[src/rtl/pll_reprog_pkg.sv]
package pll_reprog_pkg;
    typedef enum logic [1:0] {ST_IDLE, ST_RUN, ST_ERR} state_e;
    typedef enum logic [1:0] {OP_WR, OP_RD, OP_SEL} op_e;

    localparam int unsigned STEP_W    = 5;
    localparam int unsigned SEL_STEP  = 4;
    localparam int unsigned PIX_POLL  = 10;
    localparam int unsigned LAST_STEP = 17;
    localparam int unsigned LOCK_BIT  = 6;

    localparam logic [7:0] IX_CLKSRC  = 8'h1A;
    localparam logic [7:0] IX_PTR     = 8'h2C;
    localparam logic [7:0] IX_PIXDAT  = 8'h2D;
    localparam logic [7:0] IX_LOOPDAT = 8'h2F;
    localparam logic [7:0] IX_QDIV    = 8'h39;
    localparam logic [7:0] PTR_P      = 8'h2A;
    localparam logic [7:0] PTR_N      = 8'h00;
    localparam logic [7:0] PTR_STAT   = 8'h3F;
    localparam logic [7:0] CLKSRC_VAL = 8'h75;

    typedef struct packed {
        logic [7:0] n;
        logic [7:0] m;
        logic [7:0] p;
        logic [2:0] q;
        logic [2:0] depth;
        logic [3:0] lp_lo;
    } cfg_t;

    // loop PLL {N, M} for a colour-depth code; unknown codes fall back to 8 bpp
    function automatic logic [15:0] loop_nm(input logic [2:0] depth);
        case (depth)
            3'd1:    loop_nm = {8'hF1, 8'h3D};
            3'd2:    loop_nm = {8'hF9, 8'hBE};
            3'd3:    loop_nm = {8'hF9, 8'h3D};
            default: loop_nm = {8'hE1, 8'h3D};
        endcase
    endfunction
endpackage

[src/rtl/pll_step_decode.sv]
module pll_step_decode
    import pll_reprog_pkg::*;
(
    input  logic [STEP_W-1:0] step_i,
    input  cfg_t              cfg_i,
    output op_e               op_o,
    output logic [7:0]        idx_o,
    output logic [7:0]        data_o
);
    logic [15:0] lnm;
    assign lnm = loop_nm(cfg_i.depth);

    always_comb begin
        op_o   = OP_WR;
        idx_o  = IX_PTR;
        data_o = 8'h00;
        case (step_i)
            5'd0:  begin idx_o = IX_CLKSRC;  data_o = CLKSRC_VAL; end
            5'd1:  begin idx_o = IX_PTR;     data_o = PTR_P; end
            5'd2:  begin idx_o = IX_LOOPDAT; data_o = 8'h00; end
            5'd3:  begin idx_o = IX_PIXDAT;  data_o = 8'h00; end
            5'd4:  begin op_o  = OP_SEL; end
            5'd5:  begin idx_o = IX_PTR;     data_o = PTR_N; end
            5'd6:  begin idx_o = IX_PIXDAT;  data_o = {2'b11, cfg_i.n[5:0]}; end
            5'd7:  begin idx_o = IX_PIXDAT;  data_o = cfg_i.m; end
            5'd8:  begin idx_o = IX_PIXDAT;  data_o = cfg_i.p; end
            5'd9:  begin idx_o = IX_PTR;     data_o = PTR_STAT; end
            5'd10: begin op_o  = OP_RD;      idx_o  = IX_PIXDAT; end
            5'd11: begin idx_o = IX_QDIV;    data_o = {4'h3, 1'b0, cfg_i.q}; end
            5'd12: begin idx_o = IX_PTR;     data_o = PTR_N; end
            5'd13: begin idx_o = IX_LOOPDAT; data_o = {2'b11, lnm[13:8]}; end
            5'd14: begin idx_o = IX_LOOPDAT; data_o = lnm[7:0]; end
            5'd15: begin idx_o = IX_LOOPDAT; data_o = {4'hF, cfg_i.lp_lo}; end
            5'd16: begin idx_o = IX_PTR;     data_o = PTR_STAT; end
            5'd17: begin op_o  = OP_RD;      idx_o  = IX_LOOPDAT; end
            default: begin op_o = OP_SEL; end
        endcase
    end
endmodule

[src/rtl/poll_timer.sv]
module poll_timer #(
    parameter int unsigned TMO_W = 16
) (
    input  logic             clk,
    input  logic             rst_n,
    input  logic             run_i,
    input  logic [TMO_W-1:0] limit_i,
    output logic             expired_o
);
    logic [TMO_W-1:0] cnt_d, cnt_q;

    always_comb begin
        cnt_d = cnt_q;
        if (!run_i)
            cnt_d = '0;
        else if (cnt_q != {TMO_W{1'b1}})
            cnt_d = cnt_q + 1'b1;
    end

    always_ff @(posedge clk or negedge rst_n) begin
        if (!rst_n) cnt_q <= '0;
        else        cnt_q <= cnt_d;
    end

    assign expired_o = run_i && (cnt_q >= limit_i);

    // the counter is idle whenever no poll is running
    a_r9_cnt_idle: assert property (@(posedge clk) disable iff (!rst_n)
        !run_i |=> cnt_q == '0);
endmodule

[src/rtl/pll_reprog_seq.sv]
module pll_reprog_seq
    import pll_reprog_pkg::*;
#(
    parameter int unsigned TMO_W = 16
) (
    input  logic             clk,
    input  logic             rst_n,
    input  logic             start_i,
    input  logic [7:0]       pix_n_i,
    input  logic [7:0]       pix_m_i,
    input  logic [7:0]       pix_p_i,
    input  logic [2:0]       loop_q_i,
    input  logic [2:0]       depth_i,
    input  logic [3:0]       loop_p_lo_i,
    input  logic [TMO_W-1:0] timeout_i,
    output logic [7:0]       reg_idx_o,
    output logic [7:0]       reg_wdata_o,
    output logic             reg_wr_o,
    output logic             reg_rd_o,
    input  logic [7:0]       reg_rdata_i,
    input  logic             reg_ready_i,
    output logic [1:0]       clk_src_sel_o,
    output logic             busy_o,
    output logic             done_o,
    output logic             error_o
);
    typedef struct packed {
        state_e            st;
        logic [STEP_W-1:0] step;
        logic [1:0]        sel;
        logic              done;
        logic              err;
        cfg_t              cfg;
    } seq_t;

    seq_t s_d, s_q;
    op_e        op;
    logic [7:0] idx, wdata;
    logic       polling, expired, locked;

    pll_step_decode i_decode (
        .step_i (s_q.step),
        .cfg_i  (s_q.cfg),
        .op_o   (op),
        .idx_o  (idx),
        .data_o (wdata)
    );

    assign polling = (s_q.st == ST_RUN) && (op == OP_RD);

    poll_timer #(.TMO_W(TMO_W)) i_timer (
        .clk       (clk),
        .rst_n     (rst_n),
        .run_i     (polling),
        .limit_i   (timeout_i),
        .expired_o (expired)
    );

    assign locked = reg_ready_i && reg_rdata_i[LOCK_BIT];

    always_comb begin
        s_d      = s_q;
        s_d.done = 1'b0;
        case (s_q.st)
            ST_RUN: begin
                if (op == OP_SEL) begin
                    s_d.sel  = 2'b11;
                    s_d.step = s_q.step + 1'b1;
                end else if (op == OP_WR) begin
                    if (reg_ready_i) s_d.step = s_q.step + 1'b1;
                end else if (locked) begin
                    if (s_q.step == STEP_W'(LAST_STEP)) begin
                        s_d.st   = ST_IDLE;
                        s_d.done = 1'b1;
                    end else begin
                        s_d.step = s_q.step + 1'b1;
                    end
                end else if (expired) begin
                    s_d.st  = ST_ERR;
                    s_d.err = 1'b1;
                end
            end
            default: begin
                if (start_i) begin
                    s_d.st   = ST_RUN;
                    s_d.step = '0;
                    s_d.sel  = 2'b00;
                    s_d.err  = 1'b0;
                    s_d.cfg  = '{n: pix_n_i, m: pix_m_i, p: pix_p_i, q: loop_q_i,
                                 depth: depth_i, lp_lo: loop_p_lo_i};
                end
            end
        endcase
    end

    always_ff @(posedge clk or negedge rst_n) begin
        if (!rst_n) begin
            s_q      <= '0;
            s_q.st   <= ST_IDLE;
        end else begin
            s_q <= s_d;
        end
    end

    assign busy_o        = (s_q.st == ST_RUN);
    assign reg_wr_o      = busy_o && (op == OP_WR);
    assign reg_rd_o      = polling;
    assign reg_idx_o     = busy_o ? idx : 8'h00;
    assign reg_wdata_o   = reg_wr_o ? wdata : 8'h00;
    assign clk_src_sel_o = s_q.sel;
    assign done_o        = s_q.done;
    assign error_o       = s_q.err;

    // a pending write keeps its strobe, index and data
    a_r8_wr_hold: assert property (@(posedge clk) disable iff (!rst_n)
        (reg_wr_o && !reg_ready_i) |=> reg_wr_o && $stable(reg_idx_o) && $stable(reg_wdata_o));
    // one transaction kind at a time
    a_r8_one_strobe: assert property (@(posedge clk) disable iff (!rst_n)
        !(reg_wr_o && reg_rd_o));
    // done is a single-cycle pulse and never coincides with busy
    a_r10_done_pulse: assert property (@(posedge clk) disable iff (!rst_n)
        done_o |=> !done_o);
    a_r10_done_idle: assert property (@(posedge clk) disable iff (!rst_n)
        done_o |-> !busy_o && !error_o);
    // error holds until a start arrives
    a_r9_err_hold: assert property (@(posedge clk) disable iff (!rst_n)
        (error_o && !start_i) |=> error_o);
    // a start while busy does not restart the pass
    a_r11_busy_start: assert property (@(posedge clk) disable iff (!rst_n)
        (busy_o && start_i && s_q.step != '0 && op == OP_WR && !reg_ready_i) |=> s_q.step != '0);
    // select field only rises on the select step
    a_r2_sel_rise: assert property (@(posedge clk) disable iff (!rst_n)
        $rose(clk_src_sel_o[0]) |-> $past(s_q.step) == STEP_W'(SEL_STEP));
endmodule

[config.mk]
export PLATFORM = sky130hd
export DESIGN_NAME = pll_reprog_seq
export DESIGN_NICKNAME = d
export VERILOG_FILES = /design/src/rtl/pll_reprog_pkg.sv /design/src/rtl/pll_step_decode.sv /design/src/rtl/poll_timer.sv /design/src/rtl/pll_reprog_seq.sv
export SDC_FILE = /design/constraint.sdc
export NUM_CORES = 1
export LEC_CHECK = 0
export ABC_AREA = 1
export BUFFER_PORTS_ARGS = -buffer_cell sky130_fd_sc_hd__buf_2
export CAP_MARGIN = 25
export CORE_ASPECT_RATIO = 1.25
export CORE_MARGIN = 5
export CORE_UTILIZATION = 59
export CTS_CLUSTER_SIZE = 16
export DETAILED_ROUTE_END_ITERATION = 8
export GPL_TIMING_DRIVEN = 0
export PLACE_DENSITY = 0.86
export SETUP_SLACK_MARGIN = 0.02
export SLEW_MARGIN = 5
export SYNTH_ARGS = -nofsm -noshare
export SYNTH_HDL_FRONTEND = slang
export SYNTH_SLANG_ARGS = --single-unit
export TNS_END_PERCENT = 100
[constraint.sdc]
create_clock -name clk -period 3 [get_ports clk]
set_clock_uncertainty 0.2 [all_clocks]
set_input_delay 0.3 -clock clk [delete_from_list [all_inputs] [get_ports clk]]
set_output_delay 0.3 -clock clk [all_outputs]
set_load 0.05 [all_outputs]
Yosys cells after proc, flatten, opt, wreduce, memory -nomap -nowiden
Cells that the tools add are included.

Flip-flop bits (word level): 61.

Add/sub/neg operators: 2. $lt $le $gt $ge: 1. Eq/ne operators: 34. Mux-type cells: 30. Bitwise logic cells: 1. Reductions and logical operators: 17.

Operators by type and width (number): case mux 8 bit (10 select lines) (1); == test 5 x 4 -> 1 bit (second input constant) (8); case mux 13 bit (3 select lines) (1); 2-to-1 mux 35 bit (1); 2-to-1 mux 16 bit (2); 2-to-1 mux 5 bit (5); case mux 6 bit (4 select lines) (1); 2-to-1 mux 9 bit (2); adder 16 x 1 -> 16 bit (second input constant) (1); greater-or-equal comparator 16 bit (1); 2-to-1 mux 2 bit (8); 2-to-1 mux 8 bit (2); != test 16 bit (second input constant) (1); == test 5 x 3 -> 1 bit (second input constant) (3); OR reduction 15 bit (1); == test 5 x 2 -> 1 bit (second input constant) (2); == test 5 bit (second input constant) (2); AND reduction 5 bit (2); OR reduction 5 bit (2); != test 2 bit (second input constant) (4); == test 3 x 2 -> 1 bit (second input constant) (2); 2-to-1 mux 1 bit (6); adder 5 x 1 -> 5 bit (second input constant) (1); == test 5 x 1 -> 1 bit (second input constant) (1); 18 further kinds (25).

Logic depth before layout (Yosys ltp)
Depth after elaboration: 11. Depth in mapped cells: 16. Gate-level depth less buffers: 16.

Modules after synthesis
A second synthesis with hierarchy kept.

Cells, all modules: 616. Area total of the unflattened synthesis: 4097.7 um2.

By module, submodules not included: pll_reprog_seq (times used 1, cells each 268, area each 2045.7 um2, sequential area each 1101.1 um2); poll_timer (times used 1, cells each 189, area each 1360.1 um2, sequential area each 400.4 um2); pll_step_decode (times used 1, cells each 159, area each 691.9 um2, sequential area each 0.0 um2).

Worst setup path before layout
Ideal clock, no wire load.

Path kind: flip-flop to output port. Start point: register s_q[38] in the netlist's numbering. End point: output port reg_wdata_o[0]. Arrival: 2.195 ns. Setup slack: 0.305 ns. Stages on the path, launching flop included: 10. Cells stage by stage: dfrtp_1 -> ha_1 -> inv_1 -> nor2_2 -> nand2_1 -> nand4_1 -> nor2_1 -> nand2_1 -> nand2_1 -> a41oi_1.

Longest elaborated chain between the ends: 6. Elaborated cells between the ends (all ways): 25. Those cells by class: eq/ne: 16; mux: 3; reduce/logical: 6.

Ends and longest elaborated chain: start: declaration (line pll_reprog_seq.sv:36) `seq_t s_d, s_q;`; == test 5 x 3 -> 1 bit (tied with other cells) (line pll_step_decode.sv:17) `case (step_i)`; OR reduction 15 bit (no line) / OR reduction 2 bit (equally long branches); case mux 2 bit (2 select lines) (line pll_step_decode.sv:17); zero test 2 bit (line pll_reprog_seq.sv:106) `assign reg_wr_o = busy_o && (op == OP_WR);`; logical AND 1 bit (line pll_reprog_seq.sv:106); 2-to-1 mux 8 bit (*) (line pll_reprog_seq.sv:109) `assign reg_wdata_o = reg_wr_o ? wdata : 8'h00;`; end: declaration (line pll_reprog_seq.sv:17) `output logic [7:0] reg_wdata_o,`.

Mark *: on every way between the ends. The rest lies on a longest branch, timed or not.

Worst setup path in the final report
Start point: register s_q[38] in the netlist's numbering. End point: output port reg_wdata_o[5].

The elaborated chain is that of the path after synthesis.

==> impl_metrics.tcl <==
set metrics [dict create \
    outcome "completed" \
    post_dp_cell_area_um2 4260 \
    worstHoldPathType "in2reg" \
    cts-root-buf "sky130_fd_sc_hd__clkbuf_8" \
    irDropWorstVdd_mv 0.891 \
    drt.antenna.violating_nets 0 \
    final_core_util 0.773 \
    fraction_of_synthesized_cell_area_taken_by_the_top_area_cell_type 0.386 \
    detailroute.via_count 4047 \
    gr-total-overflow 0 \
    maxClockFrequency_mhz 345 \
    drc_errors 0 \
    viasPerCell 5.48 \
    power_density_nw_per_um2 810 \
    cts.clk_slew.worst_paths_ps 60 \
    synthesis.area_um2 3760 \
    ys_ff_latch 58 \
    syn-instance-count 531 \
    final_hold_viol_count 0 \
    htree_num_levels 3 \
    netlist-cell-type-count 35 \
    floorplan.rows 32 \
    grt_use_total 0.292 \
    final_design_area_no_fill_um2 4800 \
    synth_area_per_cell_um2 7.09 \
    rsz_0062_raised_after_global_routing "yes" \
    nets 735 \
    worstSetupEndpointType "output pin" \
    relSlewSlack 0.494 \
    drt-wirelength-per-cell_um 14.8 \
    yosysTopAreaCell "sky130_fd_sc_hd__dfrtp_1" \
    drive_above_1_share 0.197 \
    worst-setup-path-type "reg2out" \
    grt_pass1_vias 4137 \
    clock_network_latency_to_the_later_pin_of_the_worst_skew_pair_ps 330 \
    start_util 0.606 \
    clock_sinks 58 \
    antenna_found_initial 0 \
    synthesis.yosys.warnings 0 \
    clockBufferDepth 2 \
    dr.first_iter.drc_count 314 \
    die_height_um 99.3 \
    total_count_of_max_transition_violations_in_the_final_report 0 \
    final-setup-viol-count 0 \
    drv_cap 0 \
    io_buffers 73 \
    antenna-diode-count 0 \
    cts_tree "done" \
    grt_max_degree 34 \
    place.detailed.hpwl_mm 7.41 \
    floorplan_die_area_um2 8080 \
    critPathRequiredTime_ps 2500 \
    drt-pass1-iter-count 5 \
    fp.dieW_um 81.4 \
    total_power_mw 3.89 \
    sequential_share_of_the_synthesized_area 0.386 \
    numCtsBuffers 9 \
    tns_ps 0 \
    fp.coreArea_um2 6210 \
    critical_path_peak_fanout 9 \
    period_needed_ps 2900 \
    final_min_period_over_clock_period 0.967 \
    pin_count 85 \
    worst-slew-pin-transition_ps 759 \
    timing.critical_path.from_type "flop" \
    global_route_wire_length_before_repair_mm 18.1 \
    routabilityCongestion 0.931 \
    synth_top_cells_by_area "sky130_fd_sc_hd__dfrtp_1, sky130_fd_sc_hd__nand2_1, sky130_fd_sc_hd__ha_1, sky130_fd_sc_hd__inv_1, sky130_fd_sc_hd__nand3_1" \
    area_delta_synth_final_pct 27.5 \
    leakagePower_nw 2.66 \
    postRouteWirelength_mm 11.0 \
    cp.arrival_ps 2400 \
]
stage by stage:
| step | hold WS (ps) | worst slack, ps | cells |
|---|---|---|---|
| floorplan | -196 | 305 | 532 |
| global placement | 256 | 284 | 690 |
| detailed placement | 219 | 295 | 691 |
| CTS | 30.0 | 27.1 | 738 |
| global route | 60.4 | -18.2 | 739 |
| finish | 41.4 | 98.2 | 739 |
final cells by class:
type                            instances  area (µm²)
Buffer                                 16        96.3
Clock buffer                           11         141
Clock inverter                          3        17.5
Fill cell                             428        1410
Inverter                               77         289
Multi-Input combinational cell        381        1950
Sequential cell                        58        1450
Tap cell                               85         106
Timing Repair Buffer                  108         741
worst max-delay path, stage by stage (launching register included):
cell and delay, ps:
sky130_fd_sc_hd__dfrtp_2 440, sky130_fd_sc_hd__inv_1 110, sky130_fd_sc_hd__ha_1 210, sky130_fd_sc_hd__nand2_4 80
sky130_fd_sc_hd__nor2_4 210, sky130_fd_sc_hd__inv_2 50, sky130_fd_sc_hd__nand2_1 90, sky130_fd_sc_hd__nor2_1 70
sky130_fd_sc_hd__nand2_1 110, sky130_fd_sc_hd__nand2_2 160, sky130_fd_sc_hd__a21oi_1 230, sky130_fd_sc_hd__buf_2 310
placed cells by master (no fill, tap or decap), types with 3 or more instances in the layout:
master and n:
sky130_fd_sc_hd__buf_4 10, sky130_fd_sc_hd__a21oi_1 19, sky130_fd_sc_hd__a31oi_1 4, sky130_fd_sc_hd__inv_1 72, sky130_fd_sc_hd__inv_2 5, sky130_fd_sc_hd__buf_2 71
sky130_fd_sc_hd__nor2_4 3, sky130_fd_sc_hd__o21ai_0 23, sky130_fd_sc_hd__dfrtp_1 56, sky130_fd_sc_hd__nor4_1 5, sky130_fd_sc_hd__nor3_1 7, sky130_fd_sc_hd__clkbuf_4 4
sky130_fd_sc_hd__nor2_1 28, sky130_fd_sc_hd__clkbuf_8 10, sky130_fd_sc_hd__clkbuf_1 3, sky130_fd_sc_hd__o21ai_1 9, sky130_fd_sc_hd__dlygate4sd3_1 33, sky130_fd_sc_hd__nand3_1 32
sky130_fd_sc_hd__ha_1 20, sky130_fd_sc_hd__nand2_2 7, sky130_fd_sc_hd__nand2_1 189, sky130_fd_sc_hd__nand4_1 11, sky130_fd_sc_hd__nor2_2 3
final timing paths:
path | cells after the start | slack [ps] | endpoint | startpoint
max reg2reg | 8 | 810 | s_q[8] | s_q[44]
max | 11 | 100 | reg_wdata_o[5] | s_q[38]
min | 3 | 40 | done_o | reg_rdata_i[6]
min reg2reg | 2 | 280 | s_q[29] | s_q[29]
max in group asynchronous | 3 | 1630 | s_q[42] | rst_n
min in group asynchronous | 2 | 370 | i_timer.cnt_q[7] | rst_n
per-layer routing:
metal  global-route usage  up-vias  part of all wire
met5                    0        -                 0
met4                0.170        0             0.048
met3               0.0679       57             0.079
met2                0.517      224              0.52
met1                0.306     1835              0.36
li1                     -     1931                 -
power by group:
part	switching [mW]	total (mW)	internal [mW]
clock network	0.306	0.616	0.310
logic	1.51	2.08	0.573
registers	0.165	1.19	1.02
state kept, by name, summed over array words and instances, names as in the netlist:
name	cells
s_q	39
i_timer.cnt_q	16
clk_src_sel_o	1
error_o	1
done_o	1
cell usage after synthesis:
library cell,n
sky130_fd_sc_hd__buf_4,6
sky130_fd_sc_hd__buf_2,5
sky130_fd_sc_hd__clkbuf_1,2
sky130_fd_sc_hd__nor3_1,7
sky130_fd_sc_hd__o31ai_1,1
sky130_fd_sc_hd__dfrtp_1,58
sky130_fd_sc_hd__nor2_2,3
sky130_fd_sc_hd__nor2_8,1
sky130_fd_sc_hd__nor3_2,2
sky130_fd_sc_hd__nand2_2,5
sky130_fd_sc_hd__conb_1,1
sky130_fd_sc_hd__nand2_4,2
sky130_fd_sc_hd__a21oi_1,19
sky130_fd_sc_hd__inv_1,72
sky130_fd_sc_hd__buf_6,1
sky130_fd_sc_hd__nand3b_1,2
sky130_fd_sc_hd__or2_2,1
sky130_fd_sc_hd__nor4_1,5
sky130_fd_sc_hd__o21ai_1,9
sky130_fd_sc_hd__nor2_1,29
sky130_fd_sc_hd__inv_2,5
sky130_fd_sc_hd__a31oi_1,4
sky130_fd_sc_hd__nand2_1,191
sky130_fd_sc_hd__a211oi_1,2
sky130_fd_sc_hd__buf_1,2
sky130_fd_sc_hd__a32o_1,1
sky130_fd_sc_hd__nor2_4,2
sky130_fd_sc_hd__o21ai_0,23
sky130_fd_sc_hd__a41oi_1,2
sky130_fd_sc_hd__xor2_1,1
sky130_fd_sc_hd__nand4_4,1
sky130_fd_sc_hd__nand4_1,11
sky130_fd_sc_hd__nand3_1,32
sky130_fd_sc_hd__ha_1,22
sky130_fd_sc_hd__a221oi_1,1
what timing repair did:
| item | in CTS | in global routing |
|---|---|---|
| gates resized for setup | 2 | 16 |
| hold buffers | 33 | 0 |
| setup buffers | 0 | 1 |
| endpoints found under the setup margin | 7 | 12 |
| endpoints found under the hold margin | 64 | 0 |
kinds of logic after synthesis:
| family | Yosys count | share of synthesized area |
|---|---|---|
| AO/OA/AOI/OAI | 62 | 0.0901 |
| XOR/XNOR | 1 | 0.00233 |
| adder cells (fa/ha/maj) | 22 | 0.0732 |
| buffers and inverters | 93 | 0.102 |
| flip-flops | 58 | 0.386 |
| other | 1 | 0.000997 |
| AND/OR/NAND/NOR | 294 | 0.345 |
(Power assumes the default switching activity.)
